--- config.mk ---
export PLATFORM = sky130hd
export DESIGN_NAME = xsmm_ctrl
export DESIGN_NICKNAME = d
export VERILOG_FILES = /design/src/rtl/xsmm_pkg.sv /design/src/rtl/xsmm_seal_fsm.sv /design/src/rtl/xsmm_cfg_reg.sv /design/src/rtl/xsmm_win_decode.sv /design/src/rtl/xsmm_ctrl.sv
export SDC_FILE = /design/constraint.sdc
export NUM_CORES = 1
export LEC_CHECK = 0
export BUFFER_PORTS_ARGS = -buffer_cell sky130_fd_sc_hd__buf_2
export CORE_UTILIZATION = 33
export CTS_BUF_LIST = sky130_fd_sc_hd__clkbuf_4
export DETAILED_ROUTE_END_ITERATION = 8
export MAX_ROUTING_LAYER = met4
export PLACE_DENSITY_LB_ADDON = 0.05
export SLEW_MARGIN = 40
export SYNTH_ARGS = -nofsm -noshare
export SYNTH_HDL_FRONTEND = slang
export SYNTH_SLANG_ARGS = --single-unit
--- constraint.sdc ---
create_clock -name clk -period 2.03 [get_ports clk]
set_clock_uncertainty 0.15 [all_clocks]
set_input_delay 0.3045 -clock clk [delete_from_list [all_inputs] [get_ports clk]]
set_output_delay 0.3045 -clock clk [all_outputs]
set_load 0.02 [all_outputs]
--- src/rtl/xsmm_pkg.sv ---
package xsmm_pkg;
    typedef enum logic {
        S_OPEN   = 1'b0,
        S_SEALED = 1'b1
    } seal_e;

    localparam int CFG_W          = 8;
    localparam logic [7:0] FORCED_ONES = 8'h38;
    localparam int WIN_SHIFT      = 20;
endpackage

--- src/rtl/xsmm_seal_fsm.sv ---
module xsmm_seal_fsm
    import xsmm_pkg::*;
(
    input  logic clk,
    input  logic rst_n,
    input  logic lock_in,
    output logic wr_block
);
    seal_e state_q, state_d;

    always_comb begin
        state_d = state_q;
        unique case (state_q)
            S_OPEN:   if (lock_in) state_d = S_SEALED;
            S_SEALED: state_d = S_SEALED;
            default:  state_d = S_OPEN;
        endcase
    end

    always_ff @(posedge clk) begin
        if (!rst_n) state_q <= S_OPEN;
        else        state_q <= state_d;
    end

    always_comb begin
        wr_block = lock_in;
        unique case (state_q)
            S_OPEN:   wr_block = lock_in;
            S_SEALED: wr_block = 1'b1;
            default:  wr_block = 1'b1;
        endcase
    end

    AST_SEAL_STICKY: assert property (@(posedge clk) disable iff (!rst_n)
        (state_q == S_SEALED) |=> (state_q == S_SEALED));
endmodule

--- src/rtl/xsmm_cfg_reg.sv ---
module xsmm_cfg_reg
    import xsmm_pkg::*;
(
    input  logic             clk,
    input  logic             rst_n,
    input  logic             wr_en,
    input  logic             wr_hi,
    input  logic             wr_err,
    input  logic             wr_tseg,
    input  logic             wr_block,
    input  logic             viol_set,
    output logic [CFG_W-1:0] cfg_byte,
    output logic             hi_en,
    output logic             tseg_en
);
    logic hi_q, err_q, tseg_q;

    always_ff @(posedge clk) begin
        if (!rst_n) begin
            hi_q   <= 1'b0;
            err_q  <= 1'b0;
            tseg_q <= 1'b0;
        end else begin
            if (wr_en && !wr_block) begin
                hi_q   <= wr_hi;
                tseg_q <= wr_tseg;
            end
            if (viol_set)              err_q <= 1'b1;
            else if (wr_en && wr_err)  err_q <= 1'b0;
        end
    end

    always_comb begin
        cfg_byte    = FORCED_ONES;
        cfg_byte[7] = hi_q;
        cfg_byte[6] = err_q;
        cfg_byte[0] = tseg_q;
        hi_en       = hi_q;
        tseg_en     = tseg_q;
    end

    AST_LOCK_HOLD: assert property (@(posedge clk) disable iff (!rst_n)
        wr_block |=> ($stable(hi_q) && $stable(tseg_q)));
    AST_SET_WINS: assert property (@(posedge clk) disable iff (!rst_n)
        viol_set |=> err_q);
    AST_ERR_STICKY: assert property (@(posedge clk) disable iff (!rst_n)
        (err_q && !(wr_en && wr_err)) |=> err_q);
endmodule

--- src/rtl/xsmm_win_decode.sv ---
module xsmm_win_decode
    import xsmm_pkg::*;
#(
    parameter int                ADDR_W    = 32,
    parameter logic [ADDR_W-1:0] TSEG_BASE = ADDR_W'(32'h0800_0000)
) (
    input  logic [ADDR_W-1:0] cpu_addr,
    input  logic              hi_on,
    input  logic              tseg_on,
    output logic              hi_hit,
    output logic              tseg_hit,
    output logic [ADDR_W-1:0] dram_addr
);
    localparam logic [ADDR_W-1:0] HI_LO    = ADDR_W'(32'hFEDA_0000);
    localparam logic [ADDR_W-1:0] HI_TOP   = ADDR_W'(32'hFEDB_FFFF);
    localparam logic [ADDR_W-1:0] HI_SHIFT = ADDR_W'(32'hFED0_0000);
    localparam int                TAG_W    = ADDR_W - WIN_SHIFT;

    logic in_hi, in_tseg;

    always_comb begin
        in_hi    = (cpu_addr >= HI_LO) && (cpu_addr <= HI_TOP);
        in_tseg  = cpu_addr[ADDR_W-1 -: TAG_W] == TSEG_BASE[ADDR_W-1 -: TAG_W];
        hi_hit   = hi_on && in_hi;
        tseg_hit = tseg_on && in_tseg;
        dram_addr = hi_hit ? (cpu_addr - HI_SHIFT) : cpu_addr;
    end
endmodule

--- src/rtl/xsmm_ctrl.sv ---
module xsmm_ctrl
    import xsmm_pkg::*;
#(
    parameter int                ADDR_W     = 32,
    parameter int                REG_AW     = 8,
    parameter logic [REG_AW-1:0] REG_OFFSET = REG_AW'(8'h61),
    parameter logic [ADDR_W-1:0] TSEG_BASE  = ADDR_W'(32'h0800_0000)
) (
    input  logic              clk,
    input  logic              rst_n,
    input  logic [REG_AW-1:0] reg_addr,
    input  logic              reg_we,
    input  logic [7:0]        reg_wdata,
    output logic [7:0]        reg_rdata,
    input  logic              cpu_valid,
    input  logic [ADDR_W-1:0] cpu_addr,
    input  logic              cpu_in_smm,
    input  logic              smram_glb_en,
    input  logic              cfg_lock,
    output logic [ADDR_W-1:0] dram_addr,
    output logic              hi_smram_hit,
    output logic              tseg_hit
);
    logic             sel, wr_en, wr_block, viol_set;
    logic             hi_en, tseg_en;
    logic [CFG_W-1:0] cfg_byte;

    assign sel       = (reg_addr == REG_OFFSET);
    assign wr_en     = reg_we && sel;
    assign reg_rdata = sel ? cfg_byte : 8'h00;
    assign viol_set  = cpu_valid && !cpu_in_smm && (hi_smram_hit || tseg_hit);

    xsmm_seal_fsm u_seal (
        .clk      (clk),
        .rst_n    (rst_n),
        .lock_in  (cfg_lock),
        .wr_block (wr_block)
    );

    xsmm_cfg_reg u_cfg (
        .clk      (clk),
        .rst_n    (rst_n),
        .wr_en    (wr_en),
        .wr_hi    (reg_wdata[7]),
        .wr_err   (reg_wdata[6]),
        .wr_tseg  (reg_wdata[0]),
        .wr_block (wr_block),
        .viol_set (viol_set),
        .cfg_byte (cfg_byte),
        .hi_en    (hi_en),
        .tseg_en  (tseg_en)
    );

    xsmm_win_decode #(.ADDR_W(ADDR_W), .TSEG_BASE(TSEG_BASE)) u_dec (
        .cpu_addr  (cpu_addr),
        .hi_on     (smram_glb_en && hi_en),
        .tseg_on   (smram_glb_en && tseg_en),
        .hi_hit    (hi_smram_hit),
        .tseg_hit  (tseg_hit),
        .dram_addr (dram_addr)
    );

    AST_FIXED_BITS: assert property (@(posedge clk) disable iff (!rst_n)
        sel |-> (reg_rdata[5:3] == 3'b111 && reg_rdata[2:1] == 2'b00));
    AST_REMAP_RANGE: assert property (@(posedge clk) disable iff (!rst_n)
        hi_smram_hit |-> (dram_addr >= ADDR_W'(32'h000A_0000) &&
                          dram_addr <= ADDR_W'(32'h000B_FFFF)));
    AST_HIT_NEEDS_GLB: assert property (@(posedge clk) disable iff (!rst_n)
        !smram_glb_en |-> !(hi_smram_hit || tseg_hit));
    AST_NO_FLAG_IN_SMM: assert property (@(posedge clk) disable iff (!rst_n)
        (!cfg_byte[6] && (cpu_in_smm || !cpu_valid)) |=> !cfg_byte[6]);
endmodule

# After elaboration in Yosys (flattened, before gate mapping)
# Index checks and enable logic that the tools add are counted.
# totals
reg_bits	4
latchBits	0
ram_bits	0
romBits	0
input_bits	55
output_inout_bits	42
wordCells	31
memories	0
# op_classes
add_sub_neg	1
n_mul	0
div	0
order_cmp	2
n_eq_ne	2
shift	0
n_mux	7
bitwise	1
reduce_logical	14
# ops
cell	count
>= comparator 32 bit (second input constant)	1
less-or-equal comparator 32 bit (second input constant)	1
two-way mux 32 bit	1
subtractor 32 bit (second input constant)	1
== test 12 x 8 -> 1 bit (second input constant)	1
logical AND 1 bit	10
== test 8 x 7 -> 1 bit (second input constant)	1
two-way mux 8 bit	1
one-hot mux 1 bit (2 select lines)	2
two-way mux 1 bit	3
logical NOT 1 bit	2
nonzero test 2 bit	1
logical OR 1 bit	1
inverter 1 bit	1

# Longest topological paths before layout
# Gate-level depths: netlist of run 1.
# logic_depth
ltp_word	6
mapped_depth	7

# Hierarchy
# Synthesis of run 1 repeated with hierarchy kept, for this count alone.
# hier_totals
hier_cells	120
hier_area_um2	883.3
# modules_own_cells
module	n_inst	cells_each	area_each_um2	seq_area_each_um2
xsmm_win_decode	1	68	467.9	0.0
xsmm_cfg_reg	1	23	191.4	60.1
xsmm_ctrl	1	26	190.2	0.0
xsmm_seal_fsm	1	3	33.8	20.0

# Least setup slack after synthesis of run 1
# OpenSTA, ideal clock, no wires.
# synth_path
path_type	input to output
startpoint	input cpu_addr[7]
endpoint	output dram_addr[21]
t_arrival_ps	1625
required_ps	1576
slack_ps	-49
stages	5
n_path_buf	0
cell_sequence	nand4_2 -> nor4_4 -> a41oi_4 -> nor2_4 -> mux2i_1
# synth_between
elab_chain_cells	4
word_cells_on_any_way	6
# synth_lines
element	line_no	text
start: declaration	xsmm_ctrl.sv:16	input logic [ADDR_W-1:0] cpu_addr,
>= comparator 32 bit or less-or-equal comparator 32 bit (tied branches)	xsmm_win_decode.sv:22	in_hi = (cpu_addr >= HI_LO) && (cpu_addr <= HI_TOP);
logical AND 1 bit *	xsmm_win_decode.sv:22	
logical AND 1 bit *	xsmm_win_decode.sv:24	hi_hit = hi_on && in_hi;
net hi_smram_hit	xsmm_ctrl.sv:21	output logic hi_smram_hit,
two-way mux 32 bit *	xsmm_win_decode.sv:26	dram_addr = hi_hit ? (cpu_addr - HI_SHIFT) : cpu_addr;
end: declaration	xsmm_ctrl.sv:20	output logic [ADDR_W-1:0] dram_addr,
# The timed path passes the listed nets; every way through them passes the cells marked *.

# Worst setup path in the final report of run 1
# layout_path
startpoint	input cpu_addr[9]
endpoint	output dram_addr[21]
# layout_between
elab_chain_cells	4
word_cells_on_any_way	6
# layout_lines
element	line_no
>= comparator 32 bit or less-or-equal comparator 32 bit (tied branches)	xsmm_win_decode.sv:22
logical AND 1 bit	xsmm_win_decode.sv:22
logical AND 1 bit	xsmm_win_decode.sv:24
two-way mux 32 bit *	xsmm_win_decode.sv:26
# Every way passes the cells marked *; elsewhere a longest branch is shown, timed or not.

==> impl_table.tex, run 1 <==
\begin{tabular}{lr}
\hline
Metric & Value \\
\hline
\multicolumn{2}{l}{\textbf{Run status}} \\
Outcome & complete, but fails checks \\
Failing checks & setup timing \\
\multicolumn{2}{l}{\textbf{Logic synthesis}} \\
Number of synthesized register bits & 4 \\
Avg Synthesized Cell Area & 7.93 sq um \\
Synth Cell Area & 753 sq um \\
Number of enable-type register cells in the synthesized netlist & 0 \\
Synth Area in Simple Gates & a little over two fifths \\
Distinct cell type count of the synthesized netlist & 35 \\
Most instantiated flip-flop cell in the synthesis netlist & sky130\_fd\_sc\_hd\_\_dfxtp\_1 \\
Syn Inst Count & 95 \\
Multiplexer share of the synthesized area & 3.99\% \\
Share of the synthesized netlist area taken by xor and xnor gates & 1.16\% \\
Main combinational cell family by area after synthesis & simple AND/OR/NAND/NOR gates \\
Ys Warns & 0 \\
Proportion of synthesized flip-flops having asynchronous set or reset & 0\% \\
Complex-gate fraction of the synthesized area & 9.14\% \\
Part of the Yosys area used for sequential elements & 10.6\% \\
Synth Area in Adders & 4.98\% \\
\multicolumn{2}{l}{\textbf{Pwr}} \\
Sequential share of power & 21.5\% \\
Switching share of total power & a little over a third \\
Power share of the combinational group & 53.6\% \\
Switching Power & 0.137 mW \\
Internal power contribution & 0.239 mW \\
VDD IR-drop max & 0.334 mV \\
Clock network fraction of design power & 24.9\% \\
Pleak & about 0.67 nW \\
Total power density per cell area & roughly 310 nW/um\^{}2 \\
\multicolumn{2}{l}{\textbf{Global routing}} \\
Antenna violations before repair & 0 \\
Number of global-route vias before repair & about 800 \\
Overall routing resource usage & 17.1\% \\
Global-route wire length before repair & 3330 um \\
Pin count of the biggest net entering global routing & 9 \\
Grt total ovfl & 0 \\
\multicolumn{2}{l}{\textbf{Timing}} \\
Unrepaired setup endpoints after global routing & true \\
Hold violation count in the final report & 0 \\
Crit path setup slack, layout & -0.0203 ns \\
Highest clock frequency the design can meet & $\sim$490 MHz \\
Final TNS setup & -0.0287 ns \\
Pins Over Slew Limit & 0 \\
Share of the clock period used by the worst path & 101\% \\
Tmin final & 2.05 ns \\
Final setup viols & 2 \\
\multicolumn{2}{l}{\textbf{Place}} \\
Count of buffers from port buffering & 89 \\
Total placed instance area & around 1100 sq um \\
Routability congestion estimate from global placement & 0.807 \\
Number of cells after detailed placement & 191 \\
Detail Placement HPWL & 1780 um \\
\multicolumn{2}{l}{\textbf{Worst setup path}} \\
Data arrival, critical path & 1.60 ns \\
Critical Setup Path Class & in -> out \\
Largest fanout of any net on the critical path & 4 \\
Kind of capture point of the worst setup path & primary output \\
Data required time of the critical path & 1.58 ns \\
Cell class contributing the biggest share of worst-path delay & simple AND/OR/NAND/NOR gates \\
Crit path buf inv count & 2 \\
Setup slack on the worst flop-to-flop path & between 0.6 and 0.7 ns \\
CP max-delay cell & sky130\_fd\_sc\_hd\_\_nor4\_4 \\
Startpoint type of the worst setup path & primary input \\
Cell count of the worst reg-to-reg path & 6 \\
Number of stages on the worst setup path & 7 \\
Critical path's largest stage delay & 0.28 ns \\
Ordered list of cells on the worst path & buf\_6, nand4\_1, nor4\_4, a41oi\_4, nor2\_4, mux2i\_2, buf\_4 \\
\multicolumn{2}{l}{\textbf{Drt}} \\
Detailed-route wire length per cell & 10.4 um \\
Number of remaining DRC errors & 0 \\
Via/cell ratio & 4.57 \\
Via count & $\sim$890 \\
First-pass detailed-route iteration total & 4 \\
Detailed Route WL & 2030 um \\
DR iter-0 viols & 9 \\
Final antenna-violating net count & 0 \\
\multicolumn{2}{l}{\textbf{Floorplanning}} \\
Floorplan row count & 16 \\
Effective utilization at floorplan & 36.5\% \\
Area of the core region & 2060 sq um \\
Vertical die dimension & between 40 and 50 um \\
Die Footprint & between 2000 and 2500 sq um \\
Die Wd & 49.8 um \\
\# IOs & 97 \\
\multicolumn{2}{l}{\textbf{Cells and area}} \\
Area overhead of the layout relative to synthesis & 61.5\% \\
Number of fill cells in the layout & 188 \\
Number of nets in the layout & 228 \\
Inserted Diodes & 0 \\
Final non-filler cell total & 195 \\
Proportion of layout cells with a drive suffix above 1 & about two thirds \\
Post-route cell area & approximately 1200 sq um \\
Area of the multi-input gates & around 500 sq um \\
Register area & 80.1 sq um \\
\multicolumn{2}{l}{\textbf{Clock tree}} \\
Total of hold buffers inserted after clock tree synthesis & 0 \\
Clock slew at reported path FFs & 0.03 ns \\
CTS H-Tree Depth & 1 \\
Inserted Clock Buffers & 3 \\
TritonCTS clock tree & yes \\
Worst-case clock buffer depth & 2 \\
TritonCTS sink count & 4 \\
Root Driver & sky130\_fd\_sc\_hd\_\_clkbuf\_4 \\
Source-to-sink clock delay at the later pin of the worst-skew pair & 0.23 ns \\
\multicolumn{2}{l}{\textbf{Job}} \\
Max-capacitance violation count & 0 \\
\multicolumn{2}{l}{\textbf{Min path}} \\
Worst min path class & in -> reg \\
Instance count along the most critical hold path & 2 \\
\hline
\end{tabular}
## cells in the final DEF, fill, tap and decap left out
| cell | Yosys | routed |
|---|---|---|
| sky130_fd_sc_hd__nand4_4 | 0 | 1 |
| sky130_fd_sc_hd__nor4bb_1 | 1 | 1 |
| sky130_fd_sc_hd__a41o_1 | 1 | 1 |
| sky130_fd_sc_hd__a31oi_1 | 1 | 1 |
| sky130_fd_sc_hd__conb_1 | 1 | 2 |
| sky130_fd_sc_hd__dfxtp_1 | 4 | 4 |
| sky130_fd_sc_hd__a41oi_4 | 1 | 1 |
| sky130_fd_sc_hd__nand3b_1 | 1 | 1 |
| sky130_fd_sc_hd__nand3_1 | 3 | 3 |
| sky130_fd_sc_hd__xnor2_1 | 1 | 1 |
| sky130_fd_sc_hd__nor3_2 | 2 | 2 |
| sky130_fd_sc_hd__buf_4 | 25 | 10 |
| sky130_fd_sc_hd__buf_8 | 0 | 1 |
| sky130_fd_sc_hd__nor2_4 | 1 | 1 |
| sky130_fd_sc_hd__nor3_4 | 1 | 2 |
| sky130_fd_sc_hd__mux2i_1 | 3 | 2 |
| sky130_fd_sc_hd__and2_1 | 3 | 3 |
| sky130_fd_sc_hd__a21oi_1 | 1 | 1 |
| sky130_fd_sc_hd__nor2_1 | 5 | 5 |
| sky130_fd_sc_hd__nand4_1 | 4 | 4 |
| sky130_fd_sc_hd__clkbuf_4 | 0 | 3 |
| sky130_fd_sc_hd__and4b_1 | 1 | 1 |
| sky130_fd_sc_hd__and3_1 | 1 | 1 |
| sky130_fd_sc_hd__mux2i_2 | 0 | 1 |
| sky130_fd_sc_hd__inv_1 | 4 | 4 |
| sky130_fd_sc_hd__nor4_1 | 1 | 1 |
| sky130_fd_sc_hd__o21ai_0 | 1 | 1 |
| sky130_fd_sc_hd__or4_1 | 1 | 1 |
| sky130_fd_sc_hd__nand4b_1 | 1 | 1 |
| sky130_fd_sc_hd__o21bai_1 | 1 | 1 |
| sky130_fd_sc_hd__o31ai_2 | 0 | 1 |
| sky130_fd_sc_hd__buf_2 | 1 | 75 |
| sky130_fd_sc_hd__ha_1 | 3 | 3 |
| sky130_fd_sc_hd__buf_6 | 0 | 9 |
| sky130_fd_sc_hd__nand2_2 | 1 | 1 |
| sky130_fd_sc_hd__nand2_1 | 4 | 4 |
| sky130_fd_sc_hd__nor2b_1 | 12 | 12 |
| sky130_fd_sc_hd__nor4_4 | 1 | 1 |
## logic make-up (layout without fill, tap and decap cells)
logic type | count (synthesis) | count (layout)
compound gates | 7 | 7
xor+xnor | 1 | 1
fa+ha+maj | 3 | 3
buf+inv | 30 | 102
flops | 4 | 4
mux | 3 | 3
other cells | 1 | 2
simple gates | 46 | 46
## final timing paths
check / startpoint / end
max: cpu_addr[9] / dram_addr[21]
min: cpu_valid / u_cfg.err_q
max reg2reg: u_cfg.hi_en / u_cfg.err_q
min reg2reg: u_seal.state_q / u_seal.state_q
## synthesized netlist by cell type (all sizes together) (2+ instances only)
| master | count | area (sq um) |
|---|---|---|
| nand2 | 5 | 21.3 |
| nor2b | 12 | 75.1 |
| buf | 26 | 193 |
| mux2i | 3 | 30.0 |
| ha | 3 | 37.5 |
| and2 | 3 | 18.8 |
| nor4 | 2 | 27.5 |
| inv | 4 | 15.0 |
| dfxtp | 4 | 80.1 |
| nor3 | 4 | 41.3 |
| nor2 | 6 | 30.0 |
| nand3 | 3 | 15.0 |
| nand4 | 5 | 37.5 |
## state kept, by name, indices dropped and copies added, names as in the netlist
name            flops
u_cfg.err_q         1
u_cfg.hi_en         1
u_cfg.tseg_en       1
u_seal.state_q      1
## layout make-up
| type | count | area share [%] |
|---|---|---|
| clock buffers | 3 | 1.85 |
| flip-flops and latches | 4 | 6.58 |
| multi-input cells | 62 | 40.9 |
| well taps | 27 | 2.78 |
| inverters | 4 | 1.23 |
| repair buffers | 95 | 46.6 |
## metal layers
metal | vias to the layer above | routed length, um | global-route usage (%)
li1 | 450 | - | -
met1 | 392 | 781 | 19.9
met2 | 50 | 1100 | 31.3
met3 | 0 | 149 | 2.16
met4 | 0 | 0 | 2.86
met5 | - | 0 | -
## power groups by stage
stage | Sequential [mW] | Clock, mW | Combinational (mW)
after floorplan | 0.0819 | 0 | 0.117
final | 0.0809 | 0.0936 | 0.202
after global placement | 0.0820 | 0 | 0.180
after CTS | 0.0809 | 0.0978 | 0.195
after global routing | 0.0810 | 0.105 | 0.219
after detailed placement | 0.0821 | 0 | 0.183
## stage by stage
step	utilization [%]	hold slack, ns	setup slack [ns]	power [mW]
3_5_place_dp	52.6	0.330	-0.112	0.265
3_3_place_gp	52.6	0.312	-0.112	0.262
2_1_floorplan	-	0.283	0.00933	0.199
5_1_grt	59.0	0.195	-0.144	0.405
4_1_cts	57.0	0.169	-0.0216	0.373
6_report	59.0	0.171	-0.0203	0.376
## what timing repair did
action                                 4_1_cts  5_1_grt
resized for setup                           11       10
cloned                                       0        0
buffers inserted                             1        1
setup endpoints to repair                   12       13
pin swaps                                    4        3
endpoints found under the hold margin        0        0
Power figures use the tool's default switching activity.
==> run 2, diff against run 1 <==
CORE_UTILIZATION = 35   (was 33)
SKIP_LAST_GASP = 1   (was default)
SYNTH_HIERARCHICAL = 1   (was default)
==> impl_table.tex, run 2 <==
\begin{tabular}{lr}
\hline
Metric & Value \\
\hline
\multicolumn{2}{l}{\textbf{Drt}} \\
Detailed-route wire length per cell & 11.2 um \\
Met1 wire length & approximately 990 um \\
Final antenna-violating net count & 0 \\
Length of routed met2 wiring & 1430 um \\
Via count & 1113 \\
DR iter-0 viols & 14 \\
Number of remaining DRC errors & 0 \\
First-pass detailed-route iteration total & 4 \\
Via/cell ratio & 4.68 \\
Top layer in use & met4 \\
Met3 wire length & 229 um \\
Detailed Route WL & 2660 um \\
\multicolumn{2}{l}{\textbf{Floorplanning}} \\
Die Wd & 52.2 um \\
\# IOs & 97 \\
Effective utilization at floorplan & 38.5\% \\
Floorplan row count & 17 \\
Die Footprint & 2730 sq um \\
Area of the core region & 2300 sq um \\
Vertical die dimension & 52.2 um \\
\multicolumn{2}{l}{\textbf{Cells and area}} \\
Area overhead of the layout relative to synthesis & 76.3\% \\
Post-route cell area & between 1500 and 2000 sq um \\
Inserted Diodes & 0 \\
Most frequent cells in the layout & sky130\_fd\_sc\_hd\_\_buf\_2, sky130\_fd\_sc\_hd\_\_buf\_4, sky130\_fd\_sc\_hd\_\_buf\_6, sky130\_fd\_sc\_hd\_\_inv\_1 \\
Number of nets in the layout & 270 \\
Most frequent standard cell in the layout excluding fill and tap cells & sky130\_fd\_sc\_hd\_\_buf\_2 \\
Util after Layout & roughly 68\% \\
Proportion of layout cells with a drive suffix above 1 & between 60\% and 70\% \\
\multicolumn{2}{l}{\textbf{Logic synthesis}} \\
Most used standard cell by instance count after synthesis & sky130\_fd\_sc\_hd\_\_buf\_4 \\
Distinct cell type count of the synthesized netlist & 36 \\
Synth Cell Area & slightly below 900 sq um \\
Most used standard cells in the synthesized netlist & sky130\_fd\_sc\_hd\_\_buf\_4, sky130\_fd\_sc\_hd\_\_inv\_1, sky130\_fd\_sc\_hd\_\_nand2\_1 \\
Top post-synthesis cells by area & sky130\_fd\_sc\_hd\_\_buf\_4, sky130\_fd\_sc\_hd\_\_dfxtp\_1, sky130\_fd\_sc\_hd\_\_nor3\_2 \\
Number of enable-type register cells in the synthesized netlist & 0 \\
Most instantiated flip-flop cell in the synthesis netlist & sky130\_fd\_sc\_hd\_\_dfxtp\_1 \\
Cell type with the highest aggregate area in the netlist & sky130\_fd\_sc\_hd\_\_buf\_4 \\
Part of the Yosys area used for sequential elements & about 9\% \\
Area share of the largest cell type after synthesis & 23.8\% \\
Number of synthesized register bits & 4 \\
Syn Inst Count & 120 \\
Proportion of synthesized flip-flops having asynchronous set or reset & 0\% \\
Avg Synthesized Cell Area & approximately 7.4 sq um \\
Ys Warns & 6 \\
\multicolumn{2}{l}{\textbf{Place}} \\
Count of buffers from port buffering & 89 \\
Routability congestion estimate from global placement & 0.814 \\
Detail Placement HPWL & 2150 um \\
Total placed instance area & 1350 sq um \\
\multicolumn{2}{l}{\textbf{Pwr}} \\
Pleak & 0.815 nW \\
Total design power & 0.430 mW \\
Power share of the combinational group & 58.5\% \\
Sequential share of power & between 10\% and 20\% \\
Total power density per cell area & 276 nW/um\^{}2 \\
Internal power contribution & 0.275 mW \\
Switching share of total power & 36.1\% \\
Clock network fraction of design power & 22.7\% \\
VDD IR-drop max & 0.354 mV \\
Switching Power & $\sim$0.16 mW \\
\multicolumn{2}{l}{\textbf{Global routing}} \\
Antenna violations before repair & 0 \\
Pin count of the biggest net entering global routing & 10 \\
Number of global-route vias before repair & 967 \\
Grt total ovfl & 0 \\
Global-route wire length before repair & 3840 um \\
Overall routing resource usage & 19.0\% \\
\multicolumn{2}{l}{\textbf{Min path}} \\
Worst min path class & in -> reg \\
Instance count along the most critical hold path & 2 \\
\multicolumn{2}{l}{\textbf{Clock tree}} \\
Clock slew at reported path FFs & 0.04 ns \\
Source-to-sink clock delay at the later pin of the worst-skew pair & 0.23 ns \\
Inserted Clock Buffers & 3 \\
Total of hold buffers inserted after clock tree synthesis & 0 \\
CTS H-Tree Depth & 1 \\
Worst-case clock buffer depth & 2 \\
TritonCTS clock tree & yes \\
Root Driver & sky130\_fd\_sc\_hd\_\_clkbuf\_4 \\
TritonCTS sink count & 4 \\
\multicolumn{2}{l}{\textbf{Timing}} \\
Worst Hold Margin & 0.116 ns \\
Pins Over Slew Limit & 0 \\
Hold violation count in the final report & 0 \\
Crit path setup slack, layout & -0.214 ns \\
Highest clock frequency the design can meet & 446 MHz \\
Tmin final & 2.24 ns \\
Share of the clock period used by the worst path & 111\% \\
Unrepaired setup endpoints after global routing & true \\
Final setup viols & 13 \\
\multicolumn{2}{l}{\textbf{Worst setup path}} \\
Critical Setup Path Class & in -> out \\
Data required time of the critical path & approximately 1.6 ns \\
Startpoint type of the worst setup path & primary input \\
Data arrival, critical path & approximately 1.8 ns \\
Cell count of the worst reg-to-reg path & 9 \\
Kind of capture point of the worst setup path & primary output \\
Largest fanout of any net on the critical path & 3 \\
\multicolumn{2}{l}{\textbf{Job}} \\
Max-capacitance violation count & 0 \\
\multicolumn{2}{l}{\textbf{Run status}} \\
Outcome & complete, but fails checks \\
Failing checks & setup timing \\
\hline
\end{tabular}
[run 2: cell count changes after synthesis, moves of 2 or more]
cell	change
sky130_fd_sc_hd__nor4b_1	+3
sky130_fd_sc_hd__nor3_1	+2
sky130_fd_sc_hd__inv_1	+10
sky130_fd_sc_hd__nand2_1	+5
sky130_fd_sc_hd__nor2b_1	-7
sky130_fd_sc_hd__buf_4	+3
sky130_fd_sc_hd__nand3_1	-2
sky130_fd_sc_hd__and2_1	+3
sky130_fd_sc_hd__nor3_2	+6
[run 2: power by group through the flow]
stage / Sequential [mW] / Combinational, mW / Clock, mW
floorplan: 0.0821 / 0.132 / 0
global placement: 0.0822 / 0.212 / 0
detailed placement: 0.0824 / 0.214 / 0
CTS: 0.0811 / 0.232 / 0.101
global route: 0.0814 / 0.271 / 0.103
finish: 0.0811 / 0.252 / 0.0977
[run 2: logic make-up after synthesis]
| logic type | Yosys count | synth area share [%] |
|---|---|---|
| xor gates and xnor gates | 1 | 0.992 |
| adders and majority gates | 3 | 4.25 |
| other | 2 | 0.850 |
| buffers and inverters | 44 | 31.4 |
| AOI/OAI and AO/OA | 8 | 6.37 |
| and+or+nand+nor | 55 | 43.6 |
| muxes | 3 | 3.40 |
| DFF | 4 | 9.07 |
[run 2: routing by layer]
metal	up-vias	GRT usage (%)
met2	65	37.2
met1	493	20.5
met4	0	3.95
li1	553	-
met3	2	1.74
met5	-	-
[run 2: path summary, 6_finish.rpt]
check                 startpoint        endpoint  slack (ns)
setup / recovery    cpu_addr[11]   dram_addr[20]       -0.21
hold reg to reg   u_seal/state_q  u_seal/state_q        0.33
hold / removal      reg_wdata[6]     u_cfg/err_q        0.12
setup reg to reg     u_cfg/hi_en     u_cfg/err_q        0.14
[run 2: timing repair]
action                                  CTS  global route
pin swaps                                 0             8
gates cloned                              0             0
endpoints found under the setup margin   14            14
resized for setup                        21            17
buffers inserted                          2             2
[run 2: stage by stage]
stage	setup slack, ns	std cells	setup TNS, ns
floorplan	-0.0542	123	-0.0628
global placement	-0.251	231	-2.32
detailed placement	-0.266	231	-2.41
CTS	-0.212	236	-1.75
global route	-0.309	238	-3.27
finish	-0.214	238	-2.23
[run 2: cell type report]
type / instances / area, sq um
clock buffers: 3 / 22.5
fillers: 216 / 739
well taps: 28 / 35.0
inverters: 14 / 56.3
multi-input cells: 75 / 622
repair buffers: 114 / 741
flip-flops and latches: 4 / 81.3
[run 2: critical path, cell delays in order]
cell,delay (ns)
sky130_fd_sc_hd__buf_6,0.07
sky130_fd_sc_hd__nand4_1,0.10
sky130_fd_sc_hd__nor4_2,0.29
sky130_fd_sc_hd__a41oi_2,0.16
sky130_fd_sc_hd__buf_4,0.18
sky130_fd_sc_hd__nor3_4,0.26
sky130_fd_sc_hd__buf_6,0.15
sky130_fd_sc_hd__xnor2_2,0.10
sky130_fd_sc_hd__buf_4,0.16
